File: src/rtl/hbr_pkg.sv
package hbr_pkg;

  localparam int unsigned HBR_BYTE_W = 8;
  localparam int unsigned HBR_HALF_W = 16;
  localparam int unsigned HBR_WORD_W = 32;
  localparam int unsigned HBR_LANES  = HBR_HALF_W / HBR_BYTE_W;

  typedef enum logic {
    HALF_LO = 1'b0,
    HALF_HI = 1'b1
  } hbr_half_e;

  typedef enum logic [2:0] {
    ST_IDLE     = 3'd0,
    ST_WR_ISSUE = 3'd1,
    ST_RD_ISSUE = 3'd2,
    ST_RD_WAIT  = 3'd3,
    ST_RSP      = 3'd4
  } hbr_state_e;

endpackage

File: src/rtl/hbr_lane_map.sv
module hbr_lane_map
  import hbr_pkg::*;
(
  input  logic                  a1,
  input  logic                  bigend,
  input  logic [HBR_HALF_W-1:0] host_half,
  input  logic [HBR_WORD_W-1:0] word,
  output hbr_half_e             phys_half,
  output logic [HBR_HALF_W-1:0] int_half,
  output logic [HBR_HALF_W-1:0] host_view
);

  logic [HBR_HALF_W-1:0] word_half;

  // Big-endian accesses address the opposite internal half.
  assign phys_half = hbr_half_e'(a1 ^ bigend);
  assign word_half = (phys_half == HALF_HI) ? word[HBR_WORD_W-1:HBR_HALF_W]
                                            : word[HBR_HALF_W-1:0];

  // Byte lanes inside the half are mirrored in big-endian mode.
  for (genvar b = 0; b < HBR_LANES; b++) begin : g_lane
    localparam int unsigned MIR = HBR_LANES - 1 - b;
    assign int_half[b*HBR_BYTE_W +: HBR_BYTE_W] =
      bigend ? host_half[MIR*HBR_BYTE_W +: HBR_BYTE_W]
             : host_half[b*HBR_BYTE_W +: HBR_BYTE_W];
    assign host_view[b*HBR_BYTE_W +: HBR_BYTE_W] =
      bigend ? word_half[MIR*HBR_BYTE_W +: HBR_BYTE_W]
             : word_half[b*HBR_BYTE_W +: HBR_BYTE_W];
  end

endmodule

File: src/rtl/hbr_wr_pair.sv
module hbr_wr_pair
  import hbr_pkg::*;
#(
  parameter int unsigned WAW = 6
) (
  input  logic                  clk,
  input  logic                  rst_n,
  input  logic                  acc,
  input  logic [WAW-1:0]        waddr,
  input  hbr_half_e             half,
  input  logic [HBR_HALF_W-1:0] int_half,
  output logic                  done,
  output logic [WAW-1:0]        out_addr,
  output logic [HBR_WORD_W-1:0] out_word
);

  logic                  pend_q;
  hbr_half_e             half_q;
  logic [WAW-1:0]        addr_q;
  logic [HBR_WORD_W-1:0] buf_q;
  logic                  same_word;

  assign same_word = pend_q && (addr_q == waddr);
  assign done      = acc && same_word && (half != half_q);
  assign out_addr  = addr_q;
  assign out_word  = buf_q;

  always_ff @(posedge clk) begin
    if (!rst_n) begin
      pend_q <= 1'b0;
      half_q <= HALF_LO;
      addr_q <= '0;
      buf_q  <= '0;
    end else if (acc) begin
      if (same_word) begin
        // Either the pair completes or a repeated half kills it.
        pend_q <= 1'b0;
      end else begin
        pend_q <= 1'b1;
        half_q <= half;
        addr_q <= waddr;
      end
      if (half == HALF_HI) buf_q[HBR_WORD_W-1:HBR_HALF_W] <= int_half;
      else                 buf_q[HBR_HALF_W-1:0]          <= int_half;
    end
  end

endmodule

File: src/rtl/hbr_rd_pair.sv
module hbr_rd_pair
  import hbr_pkg::*;
#(
  parameter int unsigned WAW = 6
) (
  input  logic                  clk,
  input  logic                  rst_n,
  input  logic                  acc,
  input  logic [WAW-1:0]        waddr,
  input  hbr_half_e             half,
  input  logic                  load,
  input  logic [HBR_WORD_W-1:0] load_word,
  input  logic                  load_hw16,
  output logic                  fetch,
  output logic                  void_rd,
  output logic [HBR_WORD_W-1:0] held_word
);

  logic                  pend_q;
  hbr_half_e             half_q;
  logic [WAW-1:0]        addr_q;
  logic [HBR_WORD_W-1:0] word_q;
  logic                  hit;

  assign hit       = pend_q && (addr_q == waddr);
  assign fetch     = acc && !hit;
  assign void_rd   = acc && hit && (half == half_q);
  assign held_word = word_q;

  always_ff @(posedge clk) begin
    if (!rst_n) begin
      pend_q <= 1'b0;
      half_q <= HALF_LO;
      addr_q <= '0;
      word_q <= '0;
    end else begin
      if (acc) begin
        pend_q <= 1'b0;
        if (!hit) begin
          half_q <= half;
          addr_q <= waddr;
        end
      end
      if (load) begin
        word_q <= load_word;
        pend_q <= !load_hw16;
      end
    end
  end

endmodule

File: src/rtl/hbr_bridge.sv
module hbr_bridge
  import hbr_pkg::*;
#(
  parameter int unsigned AW = 8
) (
  input  logic                  clk,
  input  logic                  rst_n,
  input  logic                  h_req_valid,
  output logic                  h_req_ready,
  input  logic                  h_req_write,
  input  logic [AW-1:1]         h_req_addr,
  input  logic [HBR_HALF_W-1:0] h_req_wdata,
  input  logic                  h_req_bigend,
  output logic                  h_rsp_valid,
  input  logic                  h_rsp_ready,
  output logic [HBR_HALF_W-1:0] h_rsp_data,
  output logic                  h_rsp_void,
  output logic                  i_req_valid,
  input  logic                  i_req_ready,
  output logic                  i_req_write,
  output logic [AW-3:0]         i_req_addr,
  output logic [HBR_WORD_W-1:0] i_req_wdata,
  input  logic                  i_rsp_valid,
  input  logic [HBR_WORD_W-1:0] i_rsp_data,
  input  logic                  i_rsp_hw16
);

  localparam int unsigned WAW = AW - 2;

  hbr_state_e            state_q;
  logic                  acc, wr_acc, rd_acc;
  logic [WAW-1:0]        cur_waddr;
  logic                  waiting;

  logic                  map_a1, map_be;
  logic [HBR_WORD_W-1:0] map_word;
  hbr_half_e             map_half;
  logic [HBR_HALF_W-1:0] map_int_half, map_view;

  logic                  wr_done;
  logic [WAW-1:0]        wr_addr;
  logic [HBR_WORD_W-1:0] wr_word;

  logic                  rd_fetch, rd_void, rd_load;
  logic [HBR_WORD_W-1:0] rd_word;

  logic [WAW-1:0]        rd_addr_q;
  logic                  rd_a1_q, rd_be_q;
  logic [HBR_HALF_W-1:0] rsp_data_q;
  logic                  rsp_void_q;

  assign h_req_ready = (state_q == ST_IDLE);
  assign acc         = h_req_valid && h_req_ready;
  assign wr_acc      = acc && h_req_write;
  assign rd_acc      = acc && !h_req_write;
  assign cur_waddr   = h_req_addr[AW-1:2];
  assign waiting     = (state_q == ST_RD_WAIT);

  // One lane map serves the live access and, while waiting, the fetched word.
  assign map_a1   = waiting ? rd_a1_q    : h_req_addr[1];
  assign map_be   = waiting ? rd_be_q    : h_req_bigend;
  assign map_word = waiting ? i_rsp_data : rd_word;

  hbr_lane_map u_map (
    .a1        (map_a1),
    .bigend    (map_be),
    .host_half (h_req_wdata),
    .word      (map_word),
    .phys_half (map_half),
    .int_half  (map_int_half),
    .host_view (map_view)
  );

  hbr_wr_pair #(.WAW(WAW)) u_wr (
    .clk      (clk),
    .rst_n    (rst_n),
    .acc      (wr_acc),
    .waddr    (cur_waddr),
    .half     (map_half),
    .int_half (map_int_half),
    .done     (wr_done),
    .out_addr (wr_addr),
    .out_word (wr_word)
  );

  assign rd_load = waiting && i_rsp_valid;

  hbr_rd_pair #(.WAW(WAW)) u_rd (
    .clk       (clk),
    .rst_n     (rst_n),
    .acc       (rd_acc),
    .waddr     (cur_waddr),
    .half      (map_half),
    .load      (rd_load),
    .load_word (i_rsp_data),
    .load_hw16 (i_rsp_hw16),
    .fetch     (rd_fetch),
    .void_rd   (rd_void),
    .held_word (rd_word)
  );

  always_ff @(posedge clk) begin
    if (!rst_n) begin
      state_q    <= ST_IDLE;
      rd_addr_q  <= '0;
      rd_a1_q    <= 1'b0;
      rd_be_q    <= 1'b0;
      rsp_data_q <= '0;
      rsp_void_q <= 1'b0;
    end else begin
      unique case (state_q)
        ST_IDLE: begin
          if (wr_acc && wr_done) begin
            state_q <= ST_WR_ISSUE;
          end else if (rd_acc) begin
            if (rd_fetch) begin
              rd_addr_q <= cur_waddr;
              rd_a1_q   <= h_req_addr[1];
              rd_be_q   <= h_req_bigend;
              state_q   <= ST_RD_ISSUE;
            end else begin
              rsp_data_q <= rd_void ? '0 : map_view;
              rsp_void_q <= rd_void;
              state_q    <= ST_RSP;
            end
          end
        end
        ST_WR_ISSUE: if (i_req_ready) state_q <= ST_IDLE;
        ST_RD_ISSUE: if (i_req_ready) state_q <= ST_RD_WAIT;
        ST_RD_WAIT: begin
          if (i_rsp_valid) begin
            rsp_data_q <= map_view;
            rsp_void_q <= 1'b0;
            state_q    <= ST_RSP;
          end
        end
        ST_RSP:      if (h_rsp_ready) state_q <= ST_IDLE;
        default:     state_q <= ST_IDLE;
      endcase
    end
  end

  assign i_req_valid = (state_q == ST_WR_ISSUE) || (state_q == ST_RD_ISSUE);
  assign i_req_write = (state_q == ST_WR_ISSUE);
  assign i_req_addr  = i_req_write ? wr_addr : rd_addr_q;
  assign i_req_wdata = wr_word;
  assign h_rsp_valid = (state_q == ST_RSP);
  assign h_rsp_data  = rsp_data_q;
  assign h_rsp_void  = rsp_void_q;

endmodule

File: config.mk
export PLATFORM = sky130hd
export DESIGN_NAME = hbr_bridge
export DESIGN_NICKNAME = d
export VERILOG_FILES = /design/src/rtl/hbr_pkg.sv /design/src/rtl/hbr_lane_map.sv /design/src/rtl/hbr_wr_pair.sv /design/src/rtl/hbr_rd_pair.sv /design/src/rtl/hbr_bridge.sv
export SDC_FILE = /design/constraint.sdc
export NUM_CORES = 1
export LEC_CHECK = 0
export ABC_AREA = 1
export BUFFER_PORTS_ARGS = -buffer_cell sky130_fd_sc_hd__buf_2
export CORE_MARGIN = 2
export CORE_UTILIZATION = 55
export CTS_CLUSTER_DIAMETER = 80
export CTS_CLUSTER_SIZE = 12
export DETAILED_ROUTE_END_ITERATION = 16
export GPL_TIMING_DRIVEN = 0
export PLACE_DENSITY = 0.81
export SYNTH_ARGS = -nofsm -noshare
export SYNTH_HDL_FRONTEND = slang
export SYNTH_SLANG_ARGS = --single-unit
File: constraint.sdc
create_clock -name clk -period 4.7 [get_ports clk]
set_clock_uncertainty 0.05 [all_clocks]
set_input_delay 0.705 -clock clk [delete_from_list [all_inputs] [get_ports clk]]
set_output_delay 0.705 -clock clk [all_outputs]
set_load 0.02 [all_outputs]
Yosys cells after proc, flatten, opt, wreduce, memory -nomap -nowiden. Cells that the tools add are included.

Register bits after elaboration: 108. Input bits: 64. Output and inout bits: 59. Word-level logic and storage cells: 93.

Eq/ne operators: 16. Muxes and demuxes: 31. Bitwise operators: 5. Reductions and logical operators: 26.

Operators with widths (count): $mux W16 (6); $mux W32 (1); $mux W8 (4); $pmux W16 S2 (1); $mux W3 (7); $pmux W3 S5 (1); $eq A6 B6 Y1 (2); $logic_and A1 B1 Y1 (12); $ne A2 B2 Y1 const B (5); $reduce_and A5 Y1 (2); $mux W1 (9); $reduce_and A2 Y1 (4); $eq A3 B2 Y1 const B (2); $mux W6 (1); $ne A2 B1 Y1 const B (2); $not A1 Y1 (4); $reduce_and A4 Y1 (1); $reduce_bool A2 Y1 (2); $eq A3 B1 Y1 const B (1); $eq A3 B3 Y1 const B (1); $logic_not A1 Y1 (3); $logic_not A3 Y1 (1); $ne A3 B1 Y1 const B (1); $pmux W1 S2 (1); other kinds (4) (4).

Logic depth before layout (Yosys ltp).
Depth in word-level cells: 10. Mapped depth: 15. Mapped depth without buffers: 14.

By module. Synthesis repeated with hierarchy kept, for this count alone.

Cell total of the unflattened synthesis: 893. Area, all modules: 5743.0 um2.

By module, submodules not included: hbr_bridge (instances 1, cells each 291, area an instance 1691.6 um2, sequential area each 560.5 um2); hbr_rd_pair (instances 1, cells each 238, area an instance 1669.1 um2, sequential area each 800.8 um2); hbr_wr_pair (instances 1, cells each 210, area an instance 1555.2 um2, sequential area each 800.8 um2); hbr_lane_map (instances 1, cells each 154, area an instance 827.0 um2, sequential area each 0.0 um2).

Worst setup path after synthesis. No wires, ideal clock.

Path kind: reg2out. Start point: register state_q[1]. End point: output port i_req_addr[0]. Data arrival time: 1.304 ns. Data required time: 3.945 ns. Slack: 2.641 ns. Stages on the path, launching flop included: 6. Buffers on the path: 2. Cell sequence: dfxtp_1 -> buf_4 -> inv_1 -> nand3_1 -> clkbuf_1 -> o21ai_0.

Longest elaborated chain between the ends: 2.

RTL lines: start, declared (line hbr_bridge.sv:30) `hbr_state_e state_q;`; start signal, assigned (line hbr_bridge.sv:104) `state_q <= ST_IDLE;`; start signal, assigned (line hbr_bridge.sv:114) `state_q <= ST_WR_ISSUE;`; start signal, assigned (line hbr_bridge.sv:120) `state_q <= ST_RD_ISSUE;`; $eq A3 B1 Y1 (line hbr_bridge.sv:144) `assign i_req_write = (state_q == ST_WR_ISSUE);`; $mux W6 (line hbr_bridge.sv:145) `assign i_req_addr = i_req_write ? wr_addr : rd_addr_q;`; end, declared (line hbr_bridge.sv:21) `output logic [AW-3:0] i_req_addr,`.

Every way passes these cells.

Worst setup path after layout.
Start point: register state_q[2]. End point: output port i_req_addr[4].

The elaborated chain is that of the path after synthesis.

==> flow_summary.json <==
{
  "outcome": "completed",
  "cts_tree": "built",
  "hold_path.class": "reg -> reg",
  "crit_arrival_ps": 1770,
  "grt_max_degree": 20,
  "relSlewSlack": 0.611,
  "yosysWarnings": 0,
  "diodes": 0,
  "instances_no_fill": 1130,
  "postCtsResizedCells": 0,
  "wire_per_inst_um": 13.4,
  "post-route-min-period_ps": 2520,
  "ios": 123,
  "maxCapViolations": 0,
  "die_x_um": 103,
  "hold_buffers": 0,
  "seq_area_frac_synth": 0.398,
  "min_from": "rd_addr_q[3]",
  "post-place-cells": 1114,
  "grt_pass1_vias": 4996,
  "synth_fa_ha_area_frac": 0,
  "clk_path_buf_depth": 2,
  "portBuffers": 120,
  "syn_to_final_growth_pct": 18.0,
  "endpoint_kind": "output pin",
  "ctsHtreeMaxLevel": 3,
  "reg2regPathDepth": 15,
  "rrSetupSlack_ps": 2530,
  "critPathRequiredTime_ps": 3940,
  "worst_setup_hold_path_clk_slew_ps": 100,
  "setup_violations": 0,
  "synth_fp_nets": 925,
  "period_share": 0.537,
  "tightest_slew_ps": 584,
  "hpwlAfterDp_mm": 11.4,
  "fillers": 974,
  "fmax_mhz": 396,
  "irDropWorstVdd_mv": 0.200,
  "reg2reg_to": "h_rsp_data[2]",
  "die_h_um": 103,
  "p_per_area_nw_per_um2": 299,
  "core_area_um2": 9680,
  "tns_ps": 0,
  "synth_top_family_by_area": "simple AND/OR/NAND/NOR gates",
  "initial_core_util": 0.561,
  "routed_wl_mm": 15.1,
  "placementRows": 36,
  "cts-root-buf": "clkbuf_8",
  "fin_util": 0.662,
  "drt_iter0_markers": 373,
  "syn_area_um2": 5440,
  "hold_depth": 2,
  "clkLatencyLatePin_ps": 380,
  "die_area_um2": 10700,
  "avgViaCountPerCell": 5.15,
  "crit_type": "reg -> out",
  "drive_gt1_frac": 0.171,
  "drc_errors": 0,
  "fin_ws_ps": 2180,
  "worstPathMaxFanout": 10,
  "ant_nets": 0,
  "critPathLaunchType": "register",
  "cts_sinks": 108,
  "grt_usage": 0.287,
  "synth-simple-area-share": 0.386,
  "rsz0062_at_grt": "no",
  "hold_violations": 0,
  "synthCells": 861,
  "grt_pass1_wl_mm": 24.1,
  "vias": 5821,
  "timing.rr.start": "state_q[0]",
  "final_max_slew_viol_count": 0,
  "syn_avg_cell_area_um2": 6.31,
  "power_leakage_uw": 0.00304,
  "postCtsSetupBuffers": 0,
  "power_uw": 1920,
  "synth_seq_cells": 108,
  "synth_compound_area_frac": 0.124,
  "synth_xor_area_frac": 0.00161,
  "synth.area.mux_share": 0,
  "min_to": "rd_addr_q[3]",
  "antenna_found_initial": 0,
  "synth_cell_type_count": 28,
  "dp_worst_setup_slack_ps": 2210,
  "cts_buffers": 9,
  "final_nets": 1056,
  "first_pass_iters": 5,
  "place.gp.congestion": 0.954,
  "overflow": 0
}
[state kept, by name, indices dropped and copies added, names as in the netlist, 3 cells and up]
| register | flops |
|---|---|
| rd_addr_q | 6 |
| u_rd.addr_q | 6 |
| state_q | 3 |
| u_wr.out_addr | 6 |
| u_wr.out_word | 32 |
| u_rd.held_word | 32 |
| h_rsp_data | 16 |
[cell usage in the layout, fill, tap and decap left out, drive strengths merged, types with 2 or more instances in the layout]
cell	instances
dfxtp	108
buf	146
nand2	317
nor2	72
a21oi	82
clkinv	5
a211oi	3
o21ai	44
clkbuf	39
nand3	105
inv	63
nor4	2
nor3	5
[worst max-delay path, stage by stage (launching register included)]
cell and delay (ps):
dfxtp_1 450, inv_2 110, nand3_1 140, clkbuf_1 330, nand2_1 90, o21ai_0 80, buf_2 180
[final cells by class]
| type | instances | area, um2 | share of cell area |
|---|---|---|---|
| multi-input combinational | 635 | 2780 | 0.433 |
| clock inverter | 6 | 83.8 | 0.0131 |
| clock buffer | 10 | 128 | 0.0199 |
| buffer | 55 | 260 | 0.0406 |
| timing repair buffer | 120 | 601 | 0.0936 |
| tap | 133 | 166 | 0.0259 |
| inverter | 63 | 236 | 0.0369 |
| sequential | 108 | 2160 | 0.337 |
[layer usage]
layer  track usage  wire (um)  vias to the layer above
met4        0.0840        290                        0
met3        0.0511        993                       24
met1         0.412       6930                     2612
li1              -          -                     3004
met2         0.443       6900                      181
met5             0          0                        -
[cells by family after synthesis]
kind of cell           Yosys count
AO/OA/AOI/OAI                  132
XOR/XNOR                         1
buffers and inverters          118
flip-flops                     108
AND/OR/NAND/NOR                502
[worst max-delay path by stage]
stage	depth (start not counted)	slack, ps	end	start
after floorplan	5	2640	i_req_addr[0]	state_q[1]
after global placement	11	2220	u_rd.addr_q[4]	h_req_addr[2]
after detailed placement	10	2210	rd_addr_q[5]	h_req_addr[2]
after CTS	6	2150	i_req_addr[4]	state_q[2]
after global routing	6	1960	i_req_addr[1]	state_q[2]
final	6	2180	i_req_addr[4]	state_q[2]
[synthesized netlist by cell type]
master / count / area share
inv_1: 59 / 0.041
a211oi_1: 3 / 0.0041
nor3_1: 4 / 0.0037
o21ai_0: 44 / 0.041
nand3_4: 2 / 0.0064
inv_2: 2 / 0.0014
dfxtp_1: 108 / 0.40
buf_2: 13 / 0.012
clkbuf_1: 29 / 0.020
nor2_4: 1 / 0.0021
nand2_4: 1 / 0.0021
clkinv_1: 2 / 0.0014
nor2_1: 71 / 0.049
nand3_1: 102 / 0.094
nand3_2: 1 / 0.0018
o22ai_1: 1 / 0.0012
a31oi_1: 1 / 0.0012
buf_4: 6 / 0.0083
nand3b_1: 1 / 0.0014
buf_6: 2 / 0.0041
nor4_1: 2 / 0.0023
xor2_1: 1 / 0.0016
nand2_1: 310 / 0.21
nand2_2: 6 / 0.0069
o21a_1: 1 / 0.0014
nor3_2: 1 / 0.0018
a21oi_1: 82 / 0.075
buf_1: 5 / 0.0035
[power breakdown]
group	leakage [uW]	switching [uW]	internal [uW]	total [uW]
clock network	0.000106	351	259	610
logic	0.00206	222	111	334
registers	0.000878	19.6	955	975
total	0.00304	592	1330	1920
[per-stage QoR]
step,instance area [um2],hold WS [ps]
detailed placement,6200,392
global placement,6200,387
floorplan,5440,377
global route,6410,425
finish,6410,406
CTS,6410,407
Power figures use the tool's default switching activity.
